$ cat src/rtl/orc_pkg.sv
`timescale 1ns/1ps
package orc_pkg;
   typedef enum logic [1:0] {
      CMD_ACT = 2'b00,
      CMD_PRE = 2'b01,
      CMD_RD  = 2'b10,
      CMD_WR  = 2'b11
   } cmd_kind_e;

   typedef enum logic [1:0] {
      SQ_IDLE = 2'b00,
      SQ_PRE  = 2'b01,
      SQ_ACT  = 2'b10,
      SQ_COL  = 2'b11
   } seq_state_e;
endpackage

$ cat src/rtl/orc_bank_track.sv
`timescale 1ns/1ps
// Per-bank open-row record and timing window counters.
module orc_bank_track #(
   parameter int ROW_W = 16,
   parameter int CNT_W = 4,
   parameter int T_RCD = 3,
   parameter int T_RP  = 3,
   parameter int T_RAS = 8
) (
   input  logic             clk,
   input  logic             rst_n,
   input  logic             act_i,
   input  logic             pre_i,
   input  logic [ROW_W-1:0] row_i,
   output logic             open_o,
   output logic [ROW_W-1:0] row_o,
   output logic             col_ok_o,
   output logic             act_ok_o,
   output logic             pre_ok_o
);
   localparam logic [CNT_W-1:0] RCD_LD = CNT_W'(T_RCD - 1);
   localparam logic [CNT_W-1:0] RP_LD  = CNT_W'(T_RP - 1);
   localparam logic [CNT_W-1:0] RAS_LD = CNT_W'(T_RAS - 1);

   logic [CNT_W-1:0] rcd_q, rp_q, ras_q;

   always_ff @(posedge clk) begin
      if (!rst_n) begin
         open_o <= 1'b0;
         row_o  <= '0;
         rcd_q  <= '0;
         rp_q   <= '0;
         ras_q  <= '0;
      end else begin
         if (act_i) begin
            open_o <= 1'b1;
            row_o  <= row_i;
            rcd_q  <= RCD_LD;
            ras_q  <= RAS_LD;
         end else begin
            if (rcd_q != '0) rcd_q <= rcd_q - 1'b1;
            if (ras_q != '0) ras_q <= ras_q - 1'b1;
         end
         if (pre_i) begin
            open_o <= 1'b0;
            rp_q   <= RP_LD;
         end else if (rp_q != '0) begin
            rp_q <= rp_q - 1'b1;
         end
      end
   end

   assign col_ok_o = (rcd_q == '0);
   assign act_ok_o = (rp_q == '0);
   assign pre_ok_o = (ras_q == '0);
endmodule

$ cat src/rtl/orc_sequencer.sv
`timescale 1ns/1ps
// In-order request sequencer: classifies on acceptance, then walks
// precharge / activate / column states as the bank counters allow.
module orc_sequencer
   import orc_pkg::*;
(
   input  logic clk,
   input  logic rst_n,
   input  logic req_valid,
   input  logic sel_open,
   input  logic sel_match,
   input  logic sel_col_ok,
   input  logic sel_act_ok,
   input  logic sel_pre_ok,
   output logic ready,
   output logic issue_pre,
   output logic issue_act,
   output logic issue_col,
   output logic cls_hit,
   output logic cls_miss
);
   seq_state_e st_q, st_d;

   always_comb begin
      st_d      = st_q;
      issue_pre = 1'b0;
      issue_act = 1'b0;
      issue_col = 1'b0;
      cls_hit   = 1'b0;
      cls_miss  = 1'b0;
      ready     = (st_q == SQ_IDLE);
      unique case (st_q)
         SQ_IDLE: if (req_valid) begin
            if (sel_open && sel_match) begin
               cls_hit = 1'b1;
               st_d    = SQ_COL;
            end else begin
               cls_miss = 1'b1;
               st_d     = sel_open ? SQ_PRE : SQ_ACT;
            end
         end
         SQ_PRE: if (sel_pre_ok) begin
            issue_pre = 1'b1;
            st_d      = SQ_ACT;
         end
         SQ_ACT: if (sel_act_ok) begin
            issue_act = 1'b1;
            st_d      = SQ_COL;
         end
         SQ_COL: if (sel_col_ok) begin
            issue_col = 1'b1;
            st_d      = SQ_IDLE;
         end
         default: st_d = SQ_IDLE;
      endcase
   end

   always_ff @(posedge clk) begin
      if (!rst_n) st_q <= SQ_IDLE;
      else        st_q <= st_d;
   end
endmodule

$ cat src/rtl/orc_lat_pipe.sv
`timescale 1ns/1ps
// Fixed-latency marker pipe for read-data timing.
module orc_lat_pipe #(
   parameter int DEPTH = 4
) (
   input  logic clk,
   input  logic rst_n,
   input  logic in_i,
   output logic out_o
);
   generate
      if (DEPTH == 1) begin : g_one
         always_ff @(posedge clk) begin
            if (!rst_n) out_o <= 1'b0;
            else        out_o <= in_i;
         end
      end else begin : g_shift
         logic [DEPTH-1:0] sr_q;
         always_ff @(posedge clk) begin
            if (!rst_n) sr_q <= '0;
            else        sr_q <= {sr_q[DEPTH-2:0], in_i};
         end
         assign out_o = sr_q[DEPTH-1];
      end
   endgenerate
endmodule

$ cat src/rtl/open_row_ctrl.sv
`timescale 1ns/1ps
module open_row_ctrl
   import orc_pkg::*;
#(
   parameter int BG_W   = 3,
   parameter int BK_W   = 2,
   parameter int ROW_W  = 16,
   parameter int COL_W  = 10,
   parameter int CL     = 4,
   parameter int T_RCD  = 3,
   parameter int T_RP   = 3,
   parameter int T_RAS  = 8,
   parameter int STAT_W = 16,
   localparam int ADDR_W = BG_W + BK_W + ROW_W + COL_W,
   localparam int CMDA_W = (ROW_W > COL_W) ? ROW_W : COL_W
) (
   input  logic              clk,
   input  logic              rst_n,
   input  logic              req_valid,
   output logic              req_ready,
   input  logic              req_write,
   input  logic [ADDR_W-1:0] req_addr,
   output logic              cmd_valid,
   output logic [1:0]        cmd_kind,
   output logic [BG_W-1:0]   cmd_bg,
   output logic [BK_W-1:0]   cmd_bank,
   output logic [CMDA_W-1:0] cmd_addr,
   output logic              rd_expect,
   output logic [STAT_W-1:0] hit_count,
   output logic [STAT_W-1:0] miss_count
);
   localparam int BANK_W = BG_W + BK_W;
   localparam int NBANK  = 1 << BANK_W;
   localparam int T_MAX  = (T_RAS > T_RCD) ? ((T_RAS > T_RP) ? T_RAS : T_RP)
                                           : ((T_RCD > T_RP) ? T_RCD : T_RP);
   localparam int CNT_W  = $clog2(T_MAX + 1);

   generate
      if (T_RCD < 1 || T_RP < 1 || T_RAS < 1) begin : g_bad_timing
         $error("timing windows must be at least one cycle");
      end
      if (CL < 1) begin : g_bad_cl
         $error("CL must be at least one cycle");
      end
      if (BANK_W > 8) begin : g_bad_banks
         $error("bank count too large for the per-bank tracker array");
      end
   endgenerate

   // request field split
   logic [BANK_W-1:0] req_bank;
   logic [ROW_W-1:0]  req_row;
   logic [COL_W-1:0]  req_col;
   assign req_bank = req_addr[ADDR_W-1 -: BANK_W];
   assign req_row  = req_addr[COL_W +: ROW_W];
   assign req_col  = req_addr[COL_W-1:0];

   // latched in-flight request
   logic              cur_write;
   logic [BANK_W-1:0] cur_bank;
   logic [ROW_W-1:0]  cur_row;
   logic [COL_W-1:0]  cur_col;

   logic issue_pre, issue_act, issue_col, cls_hit, cls_miss;
   logic req_fire;
   assign req_fire = req_valid && req_ready;

   // bank array
   logic [NBANK-1:0] b_open, b_col_ok, b_act_ok, b_pre_ok, b_act, b_pre;
   logic [ROW_W-1:0] b_row [NBANK];

   generate
      for (genvar b = 0; b < NBANK; b++) begin : g_bank
         assign b_act[b] = issue_act && (cur_bank == BANK_W'(b));
         assign b_pre[b] = issue_pre && (cur_bank == BANK_W'(b));
         orc_bank_track #(
            .ROW_W(ROW_W), .CNT_W(CNT_W),
            .T_RCD(T_RCD), .T_RP(T_RP), .T_RAS(T_RAS)
         ) u_trk (
            .clk      (clk),
            .rst_n    (rst_n),
            .act_i    (b_act[b]),
            .pre_i    (b_pre[b]),
            .row_i    (cur_row),
            .open_o   (b_open[b]),
            .row_o    (b_row[b]),
            .col_ok_o (b_col_ok[b]),
            .act_ok_o (b_act_ok[b]),
            .pre_ok_o (b_pre_ok[b])
         );
      end
   endgenerate

   // bank selection: incoming request while idle, in-flight one otherwise
   logic [BANK_W-1:0] sel_bank;
   logic              sel_match;
   assign sel_bank  = req_ready ? req_bank : cur_bank;
   assign sel_match = (b_row[sel_bank] == req_row);

   orc_sequencer u_seq (
      .clk        (clk),
      .rst_n      (rst_n),
      .req_valid  (req_valid),
      .sel_open   (b_open[sel_bank]),
      .sel_match  (sel_match),
      .sel_col_ok (b_col_ok[sel_bank]),
      .sel_act_ok (b_act_ok[sel_bank]),
      .sel_pre_ok (b_pre_ok[sel_bank]),
      .ready      (req_ready),
      .issue_pre  (issue_pre),
      .issue_act  (issue_act),
      .issue_col  (issue_col),
      .cls_hit    (cls_hit),
      .cls_miss   (cls_miss)
   );

   always_ff @(posedge clk) begin
      if (!rst_n) begin
         cur_write <= 1'b0;
         cur_bank  <= '0;
         cur_row   <= '0;
         cur_col   <= '0;
      end else if (req_fire) begin
         cur_write <= req_write;
         cur_bank  <= req_bank;
         cur_row   <= req_row;
         cur_col   <= req_col;
      end
   end

   // command register
   logic [CMDA_W-1:0] row_ext, col_ext;
   always_comb begin
      row_ext = '0;
      row_ext[ROW_W-1:0] = cur_row;
      col_ext = '0;
      col_ext[COL_W-1:0] = cur_col;
   end

   cmd_kind_e kind_d;
   always_comb begin
      if (issue_pre)      kind_d = CMD_PRE;
      else if (issue_act) kind_d = CMD_ACT;
      else if (cur_write) kind_d = CMD_WR;
      else                kind_d = CMD_RD;
   end

   always_ff @(posedge clk) begin
      if (!rst_n) begin
         cmd_valid <= 1'b0;
         cmd_kind  <= CMD_ACT;
         cmd_bg    <= '0;
         cmd_bank  <= '0;
         cmd_addr  <= '0;
      end else begin
         cmd_valid <= issue_pre || issue_act || issue_col;
         if (issue_pre || issue_act || issue_col) begin
            cmd_kind <= kind_d;
            cmd_bg   <= cur_bank[BANK_W-1 -: BG_W];
            cmd_bank <= cur_bank[BK_W-1:0];
            cmd_addr <= issue_col ? col_ext : row_ext;
         end
      end
   end

   // classification counters
   always_ff @(posedge clk) begin
      if (!rst_n) begin
         hit_count  <= '0;
         miss_count <= '0;
      end else begin
         if (cls_hit)  hit_count  <= hit_count + 1'b1;
         if (cls_miss) miss_count <= miss_count + 1'b1;
      end
   end

   orc_lat_pipe #(.DEPTH(CL)) u_lat (
      .clk   (clk),
      .rst_n (rst_n),
      .in_i  (cmd_valid && (cmd_kind == CMD_RD)),
      .out_o (rd_expect)
   );
endmodule

$ cat config.mk
export PLATFORM = sky130hd
export DESIGN_NAME = open_row_ctrl
export DESIGN_NICKNAME = d
export VERILOG_FILES = /design/src/rtl/orc_pkg.sv /design/src/rtl/orc_bank_track.sv /design/src/rtl/orc_sequencer.sv /design/src/rtl/orc_lat_pipe.sv /design/src/rtl/open_row_ctrl.sv
export SDC_FILE = /design/constraint.sdc
export NUM_CORES = 2
export LEC_CHECK = 0
export ABC_AREA = 1
export BUFFER_PORTS_ARGS = -buffer_cell sky130_fd_sc_hd__buf_4
export CORE_MARGIN = 5
export CORE_UTILIZATION = 25
export CTS_CLUSTER_SIZE = 16
export DETAILED_ROUTE_END_ITERATION = 10
export HOLD_SLACK_MARGIN = 0.08
export PLACE_DENSITY = 0.5
export SYNTH_ARGS = -nofsm -noshare
export SYNTH_HDL_FRONTEND = slang
export SYNTH_SLANG_ARGS = --single-unit
$ cat constraint.sdc
create_clock -name clk -period 6.6 [get_ports clk]
set_input_delay 0 -clock clk [delete_from_list [all_inputs] [get_ports clk]]
set_output_delay 0 -clock clk [all_outputs]
set_load 0.02 [all_outputs]
==> Word level (Yosys, flattened, before mapping) <==
Cells that the tools add are included.
{ "op_classes": {"n_mux": 227, "reduce_logical": 424, "n_eq_ne": 40, "order_cmp": 2, "addsub": 98, "bitwise": 2} }
{ "ops": {"columns": ["operator", "n"], "rows": [
  ["zero test 4 bit", 96],
  ["nonzero test 4 bit", 96],
  ["subtractor 4 x 1 -> 4 bit (second input constant)", 96],
  ["two-way mux 2 bit", 136],
  ["two-way mux 3 bit", 64],
  ["nonzero test 2 bit", 96],
  ["OR reduction 2 bit", 64],
  ["binary-select mux 16 bit (select 5 bit)", 1],
  ["== test 5 bit (second input constant)", 16],
  ["logical AND 1 bit", 67],
  ["two-way mux 16 bit", 3],
  ["== test 5 x 4 -> 1 bit (second input constant)", 8],
  ["adder 16 x 1 -> 16 bit (second input constant)", 2],
  ["binary-select mux 1 bit (select 5 bit)", 4],
  ["== test 5 x 3 -> 1 bit (second input constant)", 4],
  ["two-way mux 1 bit", 17],
  ["== test 16 bit", 1],
  ["== test 5 x 2 -> 1 bit (second input constant)", 2],
  ["one-hot mux 2 bit (4 select lines)", 1],
  ["== test 2 bit (second input constant)", 3],
  ["greater-or-equal comparator 6 bit (second input constant)", 1],
  ["< comparator 5 x 6 -> 1 bit (second input constant)", 1],
  ["inequality test 2 x 1 -> 1 bit (second input constant)", 3],
  ["inverter 5 -> 6 bit", 1],
  ["other kinds (9)", 10]
]} }
{ "totals": {"reg_bits": 1022, "in_bits": 35} }

==> Longest topological paths before layout <==
{ "logic_depth": {"depth_word": 11, "ltp_mapped": 26, "mapped_depth_nobuf": 23} }

==> Cells and area by module <==
From an unflattened synthesis, not the netlist that was laid out.
{ "unflattened": {"cells_unflattened": 6623, "hier_area_um2": 46091.7} }
{ "by_module_without_submodules": {"columns": ["module", "instances", "cells_per_inst", "area_per_inst_um2"], "rows": [
  ["orc_bank_track", 32, 143, 1102.3],
  ["open_row_ctrl", 1, 1991, 10432.5],
  ["orc_sequencer", 1, 44, 275.3],
  ["orc_lat_pipe", 1, 12, 110.1]
]} }

==> Worst setup path after synthesis <==
OpenSTA, ideal clock, no wires.
{ "synth_timing": {"kind": "register to register", "startpoint": "reg u_seq.st_q[0]", "endpoint": "reg hit_count[10]", "slack_ps": 3678, "t_arrival_ps": 2809, "stages_incl_launch_ff": 25, "period_less_slack_ps": 2922, "cell_sequence": "dfxtp_1 inv_1 ha_1 buf_4 inv_2 nand2_4 nand2_2 buf_4 buf_2 nand2_1 nand3_1 nand3_1 nand3_1 nand3_1 nand3_1 nand2_1 nor2_1 nand2_1 nor2_4 nand2_1 nor2_1 buf_2 nand4_1 nand2_1 nor2_1"} }
{ "synth_via": {"elab_chain_len": 11, "word_cells_on_any_way": 13, "classes_between": "eq/ne (1); mux (9); bitwise (1); reduce/logical (2)"} }
{ "synth_lines": {"columns": ["element", "line", "source"], "rows": [
  ["from (decl)", "orc_sequencer.sv:22", "seq_state_e st_q, st_d;"],
  ["from (signal assigned)", "orc_sequencer.sv:60", "else st_q <= st_d;"],
  ["zero test 2 bit *", "orc_sequencer.sv:31", "ready = (st_q == SQ_IDLE);"],
  ["net req_ready", "open_row_ctrl.sv:20", "output logic req_ready,"],
  ["two-way mux 5 bit", "open_row_ctrl.sv:97", "assign sel_bank = req_ready ? req_bank : cur_bank;"],
  ["inverter 5 -> 6 bit (implied by the code)", "open_row_ctrl.sv:98", "assign sel_match = (b_row[sel_bank] == req_row);"],
  ["binary-select mux 16 bit (select 5 bit)", "open_row_ctrl.sv:98", null],
  ["two-way mux 16 bit (implied by the code) (2 in series)", "open_row_ctrl.sv:98", null],
  ["== test 16 bit", "open_row_ctrl.sv:98", null],
  ["logical AND 1 bit", "orc_sequencer.sv:34", "if (sel_open && sel_match) begin"],
  ["two-way mux 1 bit", "orc_sequencer.sv:34", null],
  ["two-way mux 1 bit", "orc_sequencer.sv:33", "SQ_IDLE: if (req_valid) begin"],
  ["two-way mux 1 bit *", "orc_sequencer.sv:32", "unique case (st_q)"],
  ["to (signal assigned)", "open_row_ctrl.sv:172", "if (cls_hit) hit_count <= hit_count + 1'b1;"],
  ["to (decl)", "open_row_ctrl.sv:29", "output logic [STAT_W-1:0] hit_count,"]
]} }
Mark *: on every way through the listed nets, which the timed path passes. The rest lies on a longest branch. The select of a mux whose other input is x is not followed.
A chain may end at the register's enable or synchronous reset.

==> Final worst setup path <==
{ "layout_timing": {"startpoint": "reg u_seq.st_q[0]", "endpoint": "reg g_bank[24].u_trk.rcd_q[0]"} }
{ "layout_via": {"elab_chain_len": 8, "word_cells_on_any_way": 9, "classes_between": "eq/ne (1); mux (5); reduce/logical (3)"} }
{ "layout_lines": {"columns": ["element", "line", "source"], "rows": [
  ["zero test 2 bit", "orc_sequencer.sv:31", null],
  ["two-way mux 5 bit", "open_row_ctrl.sv:97", null],
  ["binary-select mux 1 bit (select 5 bit)", "open_row_ctrl.sv:107", ".sel_act_ok (b_act_ok[sel_bank]),"],
  ["two-way mux 1 bit (implied by the code)", "open_row_ctrl.sv:107", null],
  ["two-way mux 1 bit", "orc_sequencer.sv:46", "SQ_ACT: if (sel_act_ok) begin"],
  ["two-way mux 1 bit *", "orc_sequencer.sv:32", null],
  ["logical AND 1 bit *", "open_row_ctrl.sv:74", "assign b_act[b] = issue_act && (cur_bank == BANK_W'(b));"],
  ["OR reduction 2 bit (no line) *", null, null],
  ["to (signal assigned)", "orc_bank_track.sv:41", "if (rcd_q != '0) rcd_q <= rcd_q - 1'b1;"],
  ["to (decl)", "orc_bank_track.sv:25", "logic [CNT_W-1:0] rcd_q, rp_q, ras_q;"]
]} }
Mark *: on every way between the ends. The rest lies on a longest branch, timed or not. The select of a mux whose other input is x is not followed.

==> run summary <==
Status: complete, no violations
Core Area: 182900 sq um
Filler instances: 19640
Routed length per instance: 17.52 microns
Reported net switching power: 9528 uW
Post-DP HPWL: 95.00 mm
Share of the synthesized area in the top cell type: 0.4454
WP data arrival: 6190 ps
Slew @ Worst Pin: 1310 ps
Synthesized area: 45940 sq um
Antenna viol nets, final: 0
Max-slew violations: 0
Final setup TNS: 0 ps
IO buf count: 92
Yosys top cell by area: dfxtp_1
Total gr overflow: 0
Worst Path Required: 7190 ps
Final Cycle Share: 0.8480
Critical Path Source Type: register
Highest-delay cell along the critical path: ha_1
TritonCTS clock tree: yes
Clk buf depth: 3
Die X: 438.7 microns
Core Rows: 157
I/O Pins: 93
Hold WC Path Type: input pin to register
Max_slew headroom: 0.1268
CP max FO: 66
Main synth FF type: dfxtp_1
Die height: 438.7 microns
Synth unique cells: 34
Starting DRT DRC Count: 3988
Minimum clock period: 5597 ps
Setup WS post-layout: 1003 ps
Post-CTS Hold Fix Bufs: 87
Max-Cap Viols: 0
Sequential power share: 0.332
Cell mode on critical path: nand2_1
Design area: 53290 sq um
WS Path Type: register to register
Worst slack at placement: 1113 ps
Fin. Hold Viols: 0
Static Leak: 0.01889 uW
Endpoints failing setup: 0
Yosys warnings: 0
Ratio of cells with drive above 1 in the final layout: 0.07666
Top-count cell post-synth: nand2_1
Clock sinks: 1022
Post-Syn Area per Cell: 7.152 sq um
Post-CTS Setup Bufs: 0
Via count: 43300
CTS resizes: 0
Crit path cell chain: inv_1, ha_1, o21ai_4, clkinv_2, buf_4, buf_4, o211ai_1, nand3_1, nand3_1, nand2_1, nand2_2, inv_8, buf_12, nand2_1, nand2_1, nor3b_1
Vias in the first global route: 40320
Num CTS Buffers: 111
Seq/Total Area, Yosys: 0.4454
Worst vdd ir: 0.3082 mV
Initial antenna violation count: 2
Worst-skew pair later-pin latency: 750 ps
Area Growth Syn to Fin: 16.00%
H-tree depth: 3
Dpl cell area: 48690 sq um
Sw Share: 0.4202
Commonest cells post-synth: nand2_1, nand3_1, dfxtp_1
Global-route wire length before repair: 240.8 mm
Hold Slack: 229.7 ps
Crit end category: register
Total routed wirelength: 156.1 mm
Initial core utilization: 0.2512
Pre-antenna DRT Iters: 5
Post-layout util: 0.2914
Combinational share of power: 0.385
Share of async-settable or async-resettable flops after synthesis: 0
# DRC: 0
Seq cells post-synth: 1022
RSZ-0062 raised after global routing: false
Final nets: 6463
Worst-path clk slew: 60 ps
Clock share of power: 0.283
Die Area: 192400 sq um
Cells after Synth: 6423
GRT Total Usage: 0.1556
Root buffer cell: clkbuf_16
Vias per Instance: 4.860
Layout Skew: 48.43 ps
Fmax: 178.7 MHz
Largest net degree at the start of global routing: 201
Largest stage delay, worst path: 760 ps
Mapped Nets: 6528
Global placement routability congestion: 0.8438
Internal: 13150 uW
EDFF count, synth: 0
Ranking of synthesized cells by area: dfxtp_1, nand2_1, nand3_1
P per Cell Area: 425.6 nW/um^2
-- logic make-up (layout without fill, tap and decap cells) --
kind of cell	Yosys count	count (layout)	share of synthesized area
buf+inv	760	781	0.07231
other cells	0	2	0
fa+ha+maj	70	70	0.01907
xor+xnor	100	100	0.01907
flops	1022	1022	0.4454
simple gates	3324	3324	0.3164
compound gates	1147	1147	0.1278
-- layer usage --
| metal | GRT usage | vias up | routed length [microns] |
|---|---|---|---|
| met2 | 0.2550 | 1248 | 71800 |
| met4 | 0.04232 | 0 | 4233 |
| li1 | - | 21240 | - |
| met5 | 0 | - | 0 |
| met3 | 0.02230 | 243 | 8911 |
| met1 | 0.2139 | 20570 | 71190 |
-- cell usage in the layout (no fill, tap or decap), types with 11 or more instances in the layout --
master / n
ha_1: 70
nor4_1: 12
o21ai_1: 11
a21oi_1: 906
inv_1: 275
or2_2: 55
o21ai_0: 169
dlygate4sd3_1: 87
clkbuf_8: 22
nand3_1: 1103
clkbuf_16: 112
nand2_1: 1583
o211ai_1: 23
buf_4: 191
nor3b_1: 55
xnor2_1: 24
clkbuf_1: 26
a211oi_1: 16
buf_12: 17
nor3_1: 121
nor2_1: 352
xor2_1: 76
nand4_1: 14
clkinv_2: 20
dfxtp_1: 1006
a31oi_1: 17
dfxtp_2: 16
-- area by class of cell --
class | instances | area, sq um | area share
multi-input combinational | 4641 | 22260 | 0.4177
sequential | 1022 | 20480 | 0.3843
clock buffer | 160 | 3203 | 0.06011
tap | 2464 | 3083 | 0.05786
timing repair buffer | 295 | 2645 | 0.04964
inverter | 287 | 1094 | 0.02052
clock inverter | 39 | 516.7 | 0.009698
antenna | 2 | 5.005 | 0.00009392
-- power by group through the flow --
stage	registers, uW	logic (uW)	clock network [uW]
6_report	7520	8730	6430
5_1_grt	7580	9540	6830
4_1_cts	7510	8700	6580
3_5_place_dp	7630	8550	0
3_3_place_gp	7620	8490	0
2_1_floorplan	7200	6000	0
-- worst paths after layout --
path	start	endpoint	slack (ps)	depth (start not counted)
worst min-delay path	rst_n	u_lat.g_shift.sr_q[2]	230	4
worst max register to register	u_seq.st_q[0]	g_bank[24].u_trk.rcd_q[0]	1000	16
worst max-delay path	u_seq.st_q[0]	g_bank[24].u_trk.rcd_q[0]	1000	16
worst min register to register	u_lat.g_shift.sr_q[1]	u_lat.g_shift.sr_q[2]	410	2
-- flip-flops by register name, indices dropped and copies added, names as in the netlist, 16 cells and up --
signal / cells
g_bank.u_trk.rp_q: 128
cmd_addr: 16
hit_count: 16
g_bank.u_trk.row_o: 512
cur_row: 16
g_bank.u_trk.ras_q: 128
miss_count: 16
g_bank.u_trk.open_o: 32
g_bank.u_trk.rcd_q: 128
-- through the flow --
step / instances / total power, uW
finish: 8910 / 22680
global route: 8908 / 23950
CTS: 8908 / 22790
detailed placement: 8622 / 16190
global placement: 8622 / 16110
floorplan: 6423 / 13200
-- critical path: cells and delay by family, from the launching register on --
kind                       cells  cell delay, ps
buffers and inverters          6            1950
and+or+nand+nor                7            1930
adders and majority gates      1             760
AOI/OAI and AO/OA              2             350
DFF                            1             340
(Power assumes the default switching activity.)
